[src/rtl/xfer_buf_pkg.sv]
package xfer_buf_pkg;
  // Strobes from control to datapath
  typedef struct packed {
    logic rxWe;   // store shRxData at the receive write pointer
    logic rxRe;   // load hostRxData from the receive read pointer
    logic txWe;   // store hostTxData at the transmit write pointer
    logic txRe;   // load shTxData from the transmit read pointer
  } bufStrobe_t;

  localparam int LANE_RX = 0;
  localparam int LANE_TX = 1;
  localparam int NUM_LANES = 2;
endpackage

[src/rtl/xfer_buf_ctrl.sv]
module xfer_buf_ctrl
  import xfer_buf_pkg::*;
#(
  parameter int DEPTH = 2,
  localparam int PTR_W = (DEPTH > 1) ? $clog2(DEPTH) : 1,
  localparam int CNT_W = $clog2(DEPTH + 1)
) (
  input  logic             clk,
  input  logic             rst_n,
  input  logic             hostTxPush,
  input  logic             hostRxPop,
  input  logic             shRxPush,
  input  logic             shTxPop,
  input  logic             hostStatClr,
  input  logic [1:0]       hostStatClrMask,
  output bufStrobe_t       stb,
  output logic [PTR_W-1:0] rxWrPtr,
  output logic [PTR_W-1:0] rxRdPtr,
  output logic [PTR_W-1:0] txWrPtr,
  output logic [PTR_W-1:0] txRdPtr,
  output logic             rxFull,
  output logic             rxEmpty,
  output logic             txFull,
  output logic             txEmpty,
  output logic             rdErr,
  output logic             wrErr
);
  logic [NUM_LANES-1:0]             pushReq, popReq, fullQ, emptyQ, accept, take;
  logic [NUM_LANES-1:0][PTR_W-1:0] wrP, rdP;
  logic rdErrQ, wrErrQ, rxOvf, txUnd;

  assign pushReq[LANE_RX] = shRxPush;
  assign pushReq[LANE_TX] = hostTxPush;
  assign popReq[LANE_RX]  = hostRxPop;
  assign popReq[LANE_TX]  = shTxPop;

  function automatic logic [PTR_W-1:0] nextPtr(input logic [PTR_W-1:0] p);
    return (p == PTR_W'(DEPTH - 1)) ? '0 : p + PTR_W'(1);
  endfunction

  for (genvar d = 0; d < NUM_LANES; d++) begin : g_lane
    logic [CNT_W-1:0] cntQ;
    logic [PTR_W-1:0] wrQ, rdQ;

    assign fullQ[d]  = (cntQ == CNT_W'(DEPTH));
    assign emptyQ[d] = (cntQ == '0);
    assign accept[d] = pushReq[d] && !fullQ[d];
    assign take[d]   = popReq[d] && !emptyQ[d];
    assign wrP[d]    = wrQ;
    assign rdP[d]    = rdQ;

    always_ff @(posedge clk or negedge rst_n) begin
      if (!rst_n) begin
        cntQ <= '0;
        wrQ  <= '0;
        rdQ  <= '0;
      end else begin
        if (accept[d]) wrQ <= nextPtr(wrQ);
        if (take[d])   rdQ <= nextPtr(rdQ);
        case ({accept[d], take[d]})
          2'b10:   cntQ <= cntQ + CNT_W'(1);
          2'b01:   cntQ <= cntQ - CNT_W'(1);
          default: cntQ <= cntQ;
        endcase
      end
    end
  end

  assign rxOvf = shRxPush && fullQ[LANE_RX];
  assign txUnd = shTxPop && emptyQ[LANE_TX];

  always_ff @(posedge clk or negedge rst_n) begin
    if (!rst_n) begin
      rdErrQ <= 1'b0;
      wrErrQ <= 1'b0;
    end else begin
      rdErrQ <= rxOvf || (rdErrQ && !(hostStatClr && hostStatClrMask[0]));
      wrErrQ <= txUnd || (wrErrQ && !(hostStatClr && hostStatClrMask[1]));
    end
  end

  assign stb.rxWe = accept[LANE_RX];
  assign stb.rxRe = take[LANE_RX];
  assign stb.txWe = accept[LANE_TX];
  assign stb.txRe = take[LANE_TX];

  assign rxWrPtr = wrP[LANE_RX];
  assign rxRdPtr = rdP[LANE_RX];
  assign txWrPtr = wrP[LANE_TX];
  assign txRdPtr = rdP[LANE_TX];
  assign rxFull  = fullQ[LANE_RX];
  assign rxEmpty = emptyQ[LANE_RX];
  assign txFull  = fullQ[LANE_TX];
  assign txEmpty = emptyQ[LANE_TX];
  assign rdErr   = rdErrQ;
  assign wrErr   = wrErrQ;
endmodule

[src/rtl/xfer_buf_data.sv]
module xfer_buf_data
  import xfer_buf_pkg::*;
#(
  parameter int W = 32,
  parameter int DEPTH = 2,
  localparam int PTR_W = (DEPTH > 1) ? $clog2(DEPTH) : 1
) (
  input  logic             clk,
  input  logic             rst_n,
  input  bufStrobe_t       stb,
  input  logic [PTR_W-1:0] rxWrPtr,
  input  logic [PTR_W-1:0] rxRdPtr,
  input  logic [PTR_W-1:0] txWrPtr,
  input  logic [PTR_W-1:0] txRdPtr,
  input  logic [W-1:0]     shRxData,
  input  logic [W-1:0]     hostTxData,
  output logic [W-1:0]     hostRxData,
  output logic [W-1:0]     shTxData
);
  logic [W-1:0] rxMem [DEPTH];
  logic [W-1:0] txMem [DEPTH];
  logic [W-1:0] lastRead, lastSent;

  always_ff @(posedge clk) begin
    for (int i = 0; i < DEPTH; i++) begin
      if (stb.rxWe && rxWrPtr == PTR_W'(i)) rxMem[i] <= shRxData;
      if (stb.txWe && txWrPtr == PTR_W'(i)) txMem[i] <= hostTxData;
    end
  end

  // Output registers hold their value when no word is popped
  always_ff @(posedge clk or negedge rst_n) begin
    if (!rst_n) begin
      lastRead <= '0;
      lastSent <= '0;
    end else begin
      if (stb.rxRe) lastRead <= rxMem[rxRdPtr];
      if (stb.txRe) lastSent <= txMem[txRdPtr];
    end
  end

  assign hostRxData = lastRead;
  assign shTxData   = lastSent;
endmodule

[src/rtl/xfer_buffer_pair.sv]
module xfer_buffer_pair
  import xfer_buf_pkg::*;
#(
  parameter int W = 32,
  parameter int DEPTH = 2
) (
  input  logic         clk,
  input  logic         rst_n,
  input  logic         hostTxPush,
  input  logic [W-1:0] hostTxData,
  input  logic         hostRxPop,
  output logic [W-1:0] hostRxData,
  input  logic         shRxPush,
  input  logic [W-1:0] shRxData,
  input  logic         shTxPop,
  output logic [W-1:0] shTxData,
  input  logic         hostStatClr,
  input  logic [1:0]   hostStatClrMask,
  output logic         rxFull,
  output logic         rxEmpty,
  output logic         txFull,
  output logic         txEmpty,
  output logic         rdErr,
  output logic         wrErr
);
  localparam int PTR_W = (DEPTH > 1) ? $clog2(DEPTH) : 1;

  bufStrobe_t       stb;
  logic [PTR_W-1:0] rxWrPtr, rxRdPtr, txWrPtr, txRdPtr;

  xfer_buf_ctrl #(.DEPTH(DEPTH)) u_ctrl (
    .clk(clk), .rst_n(rst_n),
    .hostTxPush(hostTxPush), .hostRxPop(hostRxPop),
    .shRxPush(shRxPush), .shTxPop(shTxPop),
    .hostStatClr(hostStatClr), .hostStatClrMask(hostStatClrMask),
    .stb(stb),
    .rxWrPtr(rxWrPtr), .rxRdPtr(rxRdPtr), .txWrPtr(txWrPtr), .txRdPtr(txRdPtr),
    .rxFull(rxFull), .rxEmpty(rxEmpty), .txFull(txFull), .txEmpty(txEmpty),
    .rdErr(rdErr), .wrErr(wrErr)
  );

  xfer_buf_data #(.W(W), .DEPTH(DEPTH)) u_data (
    .clk(clk), .rst_n(rst_n), .stb(stb),
    .rxWrPtr(rxWrPtr), .rxRdPtr(rxRdPtr), .txWrPtr(txWrPtr), .txRdPtr(txRdPtr),
    .shRxData(shRxData), .hostTxData(hostTxData),
    .hostRxData(hostRxData), .shTxData(shTxData)
  );
endmodule

[config.mk]
export PLATFORM = sky130hd
export DESIGN_NAME = xfer_buffer_pair
export DESIGN_NICKNAME = d
export VERILOG_FILES = /design/src/rtl/xfer_buf_pkg.sv /design/src/rtl/xfer_buf_ctrl.sv /design/src/rtl/xfer_buf_data.sv /design/src/rtl/xfer_buffer_pair.sv
export SDC_FILE = /design/constraint.sdc
export NUM_CORES = 1
export LEC_CHECK = 0
export ABC_AREA = 1
export BUFFER_PORTS_ARGS = -buffer_cell sky130_fd_sc_hd__clkbuf_2
export CAP_MARGIN = 20
export CELL_PAD_IN_SITES_DETAIL_PLACEMENT = 0
export CELL_PAD_IN_SITES_GLOBAL_PLACEMENT = 2
export CORE_ASPECT_RATIO = 0.9
export CORE_UTILIZATION = 35
export CTS_CLUSTER_SIZE = 40
export DETAILED_ROUTE_END_ITERATION = 8
export HOLD_SLACK_MARGIN = 0.15
export PLACE_DENSITY = 0.78
export SLEW_MARGIN = 20
export SYNTH_ARGS = -nofsm -noshare
export SYNTH_HDL_FRONTEND = slang
export SYNTH_SLANG_ARGS = --single-unit
export TNS_END_PERCENT = 20
[constraint.sdc]
create_clock -name clk -period 3.1 [get_ports clk]
set_input_delay 0.31 -clock clk [delete_from_list [all_inputs] [get_ports clk]]
set_output_delay 0.31 -clock clk [all_outputs]
set_load 0.01 [all_outputs]
Word-level counts from Yosys, hierarchy flattened
Memory sizes are Yosys's and may differ from the RTL's. A register that Yosys moved wholly into a read port is not among the register bits.
Index checks and enable logic that the tools add are counted.
{"block": "word_totals", "ff_bits": 10, "ram_bits": 128, "output_inout_bits": 70, "word_cells": 76, "n_memories": 2}
{"memory": "u_data.rxMem", "depth": 2, "word_bits": 32, "read_ports": 1, "rd_clocked_by_memory_dff": 1, "write_ports": 1, "line_no": "xfer_buf_data.sv:20", "text": "logic [W-1:0] rxMem [DEPTH];"}
{"memory": "u_data.txMem", "depth": 2, "word_bits": 32, "read_ports": 1, "rd_clocked_by_memory_dff": 1, "write_ports": 1, "line_no": "xfer_buf_data.sv:21", "text": "logic [W-1:0] txMem [DEPTH];"}
{"block": "op_classes", "n_addsub": 8, "eq_ne": 6, "mux": 20, "bitwise_logic": 2, "n_reduce_logical": 30}
{"operator": "$mux 32", "count": 2}
{"operator": "$reduce_or 32->1", "count": 2}
{"operator": "$mux 1", "count": 16}
{"operator": "$logic_and 1x1->1", "count": 14}
{"operator": "$eq 2x2->1 const B", "count": 4}
{"operator": "$logic_not 1->1", "count": 8}
{"operator": "$pmux 2 s2", "count": 2}
{"operator": "$add 1x1->1 const B", "count": 4}
{"operator": "$add 2x1->2 const B", "count": 2}
{"operator": "$eq 2x1->1 const B", "count": 2}
{"operator": "$logic_not 2->1", "count": 2}
{"operator": "$reduce_bool 2->1", "count": 2}
{"operator": "$sub 2x1->2 const B", "count": 2}
{"operator": "$logic_or 1x1->1", "count": 2}
{"operator": "$not 1->1", "count": 2}

Depth between registers and ports, before layout
{"block": "logic_depth", "depth_word": 8, "ltp_mapped": 11, "mapped_depth_nobuf": 10}

Modules after synthesis
A second synthesis with hierarchy kept.
{"block": "unflattened", "cells_unflattened": 752, "area_unflattened_um2": 8117.8}
{"mod": "xfer_buf_data", "instances": 1, "cells_each": 680, "area_each_um2": 7566.0, "seq_area_each_um2": 5445.2}
{"mod": "xfer_buf_ctrl", "instances": 1, "cells_each": 72, "area_each_um2": 551.8, "seq_area_each_um2": 250.2}

Worst setup path before layout
OpenSTA, ideal clock, no wires.
{"block": "synth_timing", "kind": "reg2reg", "from": "register u_ctrl.g_lane[0].cntQ[0]", "to": "memory u_data.rxMem[1][0] (enable)", "setup_ns": 0.422, "arrival_time_ns": 1.982, "t_required_ns": 2.678, "setup_slack_ns": 0.696, "stages_incl_launch_ff": 5, "path_buffers": 0, "period_less_slack_ns": 2.404, "cell_sequence": "dfrtp_1 -> inv_2 -> nand2_1 -> nand2_1 -> nor2_1"}
{"block": "synth_between", "elab_chain_len": 8}
{"element": "from (decl)", "line_no": "xfer_buf_ctrl.sv:42", "text": "logic [CNT_W-1:0] cntQ;"}
{"element": "from (signal assigned)", "line_no": "xfer_buf_ctrl.sv:61", "text": "2'b10: cntQ <= cntQ + CNT_W'(1);"}
{"element": "from (signal assigned)", "line_no": "xfer_buf_ctrl.sv:62", "text": "2'b01: cntQ <= cntQ - CNT_W'(1);"}
{"element": "from (signal assigned)", "line_no": "xfer_buf_ctrl.sv:63", "text": "default: cntQ <= cntQ;"}
{"element": "$eq 2x2->1 *", "line_no": "xfer_buf_ctrl.sv:45", "text": "assign fullQ[d] = (cntQ == CNT_W'(DEPTH));"}
{"element": "$logic_not 1->1 *", "line_no": "xfer_buf_ctrl.sv:47", "text": "assign accept[d] = pushReq[d] && !fullQ[d];"}
{"element": "$logic_and 1x1->1 *", "line_no": "xfer_buf_ctrl.sv:47"}
{"element": "$logic_and 1x1->1", "line_no": "xfer_buf_data.sv:26", "text": "if (stb.rxWe && rxWrPtr == PTR_W'(i)) rxMem[i] <= shRxData;"}
{"element": "$mux 1", "line_no": "xfer_buf_data.sv:26"}
{"element": "$mux 1 (not written as such)", "line_no": "xfer_buf_data.sv:26"}
{"element": "$reduce_or 32->1 (no source line)"}
{"element": "$mux 1 (no source line)"}
{"element": "to (decl)", "line_no": "xfer_buf_data.sv:20"}
Every way passes the cells marked *; elsewhere a longest branch is shown, timed or not.

Final worst setup path
{"block": "layout_timing", "from": "register u_ctrl.g_lane[1].cntQ[1]", "to": "register u_ctrl.g_lane[1].cntQ[1]"}
{"block": "layout_between", "elab_chain_len": 5}
{"element": "from (decl)", "line_no": "xfer_buf_ctrl.sv:42"}
{"element": "from (signal assigned)", "line_no": "xfer_buf_ctrl.sv:61"}
{"element": "from (signal assigned)", "line_no": "xfer_buf_ctrl.sv:62"}
{"element": "from (signal assigned)", "line_no": "xfer_buf_ctrl.sv:63"}
{"element": "$eq 2x2->1 / $logic_not 2->1 (equally long branches)", "line_no": "xfer_buf_ctrl.sv:45, xfer_buf_ctrl.sv:46"}
{"element": "$logic_not 1->1 (on tied branches)", "line_no": "xfer_buf_ctrl.sv:47, xfer_buf_ctrl.sv:48"}
{"element": "$logic_and 1x1->1 (on tied branches)", "line_no": "xfer_buf_ctrl.sv:47, xfer_buf_ctrl.sv:48"}
{"element": "$eq 2x1->1 / $eq 2x2->1 (equally long branches)", "line_no": "xfer_buf_ctrl.sv:60", "text": "case ({accept[d], take[d]})"}
{"element": "$pmux 2 s2 / $reduce_bool 2->1 (equally long branches)"}
Parallel ways exist; a longest one is shown, timed or not.
A chain may end at the register's enable or synchronous reset.

==> metrics.csv <==
metric,value,unit
status,finished clean,
Layout area overhead,32.2,%
number of max-cap violations,0,
cell count after synthesis,677,
Hold Path Class,in2async,
Final TNS setup,0,ns
largest family of logic cells by synthesized area,simple AND/OR/NAND/NOR gates,
die width,157,microns
fin crit share,0.672,
Slowest cell on crit path,ha_1,
Root Driver,clkbuf_16,
post-synthesis sequential area ratio,0.749,
CP Buf/Inv Count,3,
Yosys warning count,0,
multiplexer share of the synthesized area,0,
WS Path Type,reg2reg,
number of synthesized register bits,202,
via count,5110,
crit path time final,2.08,ns
worst-path maximum fanout,34,
Final Slew Violations,0,
CTS resizes,0,
simple-gate portion of the synthesized area,0.213,
final hold vios,0,
Startpoint Class,flip-flop,
clk sinks,202,
Synth cell types,19,
Max-slew headroom,0.348,
CTS tree,built,
Power Density,938,nW/um^2
syn_nets,752,
Hold Slack,0.310,ns
DP Cell Count,1083,
share of cells above drive strength 1,0.210,
Fin Clk Skew,0.00874,ns
antenna violations before repair,0,
GPL Wtd Cong,0.757,
fillers,1960,
Worst-path clk slew,0.06,ns
grt ovf,0,
initial cell density of the core,0.362,
Final Power,0.00943,W
Reg-to-Reg Start,u_ctrl.g_lane[1].cntQ[1],
final WL,15900,microns
H-Tree Depth,1,
static leakage power,4.74,nW
Mean Syn Cell Area,11.2,sq um
fin cells,1197,
Critical Path RT,3.49,ns
worst vdd ir,0.000388,V
ANT nets after route,0,
vias in the first global route,5083,
Clock Path Buffers,3,
input/output buffers,142,
total CTS buffers,23,
RSZ-0062 raised after global routing,no,
Reg-to-Reg End,u_ctrl.g_lane[1].cntQ[1],
Final #Nets,970,
Top-Level Pins,143,
worst-path cell chain,"inv_1, nand2_2, nand2_4, clkinv_4, ha_1, inv_1, nand3_1, nand2_1, nand2_1",
R2R cell count,9,
drt wl/cell,13.3,microns
total track usage,0.146,
largest net degree at the start of global routing,75,
Core Box Area,21000,sq um
Multi-input gate area,1700,sq um
CP Capture Type,flip-flop,
CP max stage delay,0.41,ns
register area,5700,sq um
Initial DRT Pass Iterations,4,
Die Y,142,microns
"most common cell after layout, fill and taps aside",nand2_1,
endpoints failing setup,0,
diode count,0,
dpl hpwl,9810,microns
die area,22300,sq um
design area,10100,sq um
DR vias/cell,4.27,
first-pass GRT wire length,25300,microns
Fmax,480,MHz
Synth Cell Area,7600,sq um
CP top delay family,simple AND/OR/NAND/NOR gates,
post-synthesis adder-cell area fraction,0.00329,
CP arrival,2.47,ns
Core Rows,50,
XOR/XNOR share of the synthesized area,0.00230,
worst-skew pair later-pin latency,0.49,ns
DRT iter0 DRCs,264,
most frequent cells in the layout,"nand2_1, clkbuf_2, edfxtp_1, dfrtp_1, dlygate4sd3_1",
Compound-Gate Fraction of Synth Area,0.00132,
Reg2Reg Setup Slack,1.02,ns
measured slew at the worst slew-check pin,0.975,ns
Placed Area,8570,sq um
drt drc,0,
## Yosys cell counts
cell type  count  area, sq um
a21oi_1        1         5.00
buf_2         20          100
buf_4          3         22.5
buf_6          3         33.8
clkinv_4       1         8.76
dfrtp_1       74         1850
edfxtp_1     128         3840
ha_1           2         25.0
inv_1         13         48.8
inv_2          4         15.0
inv_4          1         6.26
nand2_1      409         1540
nand2_2        2         12.5
nand2_4        2         22.5
nand3_1        4         20.0
nand4_1        2         12.5
nor2_1         5         18.8
o21ai_0        1         5.00
xnor2_1        2         17.5
## worst reg2reg max path, delay by kind of cell, from the launching register on
family,cells,cell delay [ns]
flip-flops,1,0.39
buffers and inverters,3,0.55
adder cells (fa/ha/maj),1,0.41
AND/OR/NAND/NOR,5,0.61
## metrics by stage
stage | worst slack, ns | utilization
after floorplan | 0.696 | -
after global placement | 1.08 | 0.408
after detailed placement | 0.986 | 0.408
after CTS | 0.975 | 0.477
after global routing | 0.804 | 0.478
final | 1.02 | 0.478
## area by class of cell
cell class | instances | area share
inverters | 19 | 0.00784
multi-input cells | 430 | 0.169
well taps | 286 | 0.0356
flip-flops and latches | 202 | 0.567
clock inverters | 4 | 0.00523
repair buffers | 219 | 0.148
clock buffers | 37 | 0.0676
## routing by layer
metal | track usage | vias to the layer above | share of wire
met5 | 0 | - | 0
met4 | 0.0445 | 0 | 0.026
met3 | 0.0339 | 30 | 0.058
met2 | 0.244 | 141 | 0.46
met1 | 0.188 | 2341 | 0.45
li1 | - | 2598 | -
## timing repair
action,in CTS,in global routing
setup endpoints to repair,0,0
endpoints found under the hold margin,207,0
hold buffers,72,0
setup buffers,0,0
## report_power, final
group	internal (W)	switching, W
Sequential	0.00379	0.000378
Combinational	0.000922	0.00176
Clock	0.00158	0.000999
## cells by family after synthesis
group / Yosys count
and+or+nand+nor: 424
DFF: 202
buffers and inverters: 45
AOI/OAI and AO/OA: 2
xor gates and xnor gates: 2
adders and majority gates: 2
## how the worst max path moves through the flow
stage | to | slack (ns) | start | cells past startpoint
floorplan | u_data.rxMem[1][0] | 0.70 | u_ctrl.g_lane[0].cntQ[0] | 4
global placement | u_ctrl.g_lane[1].cntQ[1] | 1.08 | u_ctrl.g_lane[1].cntQ[0] | 9
detailed placement | u_ctrl.g_lane[1].cntQ[1] | 0.99 | u_ctrl.g_lane[1].cntQ[0] | 9
CTS | u_ctrl.g_lane[1].cntQ[1] | 0.98 | u_ctrl.g_lane[1].cntQ[1] | 9
global route | u_ctrl.g_lane[1].cntQ[1] | 0.80 | u_ctrl.g_lane[1].cntQ[1] | 9
finish | u_ctrl.g_lane[1].cntQ[1] | 1.02 | u_ctrl.g_lane[1].cntQ[1] | 9
## state kept, by name, summed over array words and instances (netlist names)
name                cells
u_ctrl.rxWrPtr          1
u_ctrl.rdErr            1
u_data.rxMem           64
u_ctrl.txWrPtr          1
u_ctrl.txRdPtr          1
u_data.txMem           64
u_ctrl.g_lane.cntQ      4
u_data.shTxData        32
u_ctrl.rxRdPtr          1
u_data.hostRxData      32
u_ctrl.wrErr            1
Note: power is estimated with default switching activity, not from simulation.
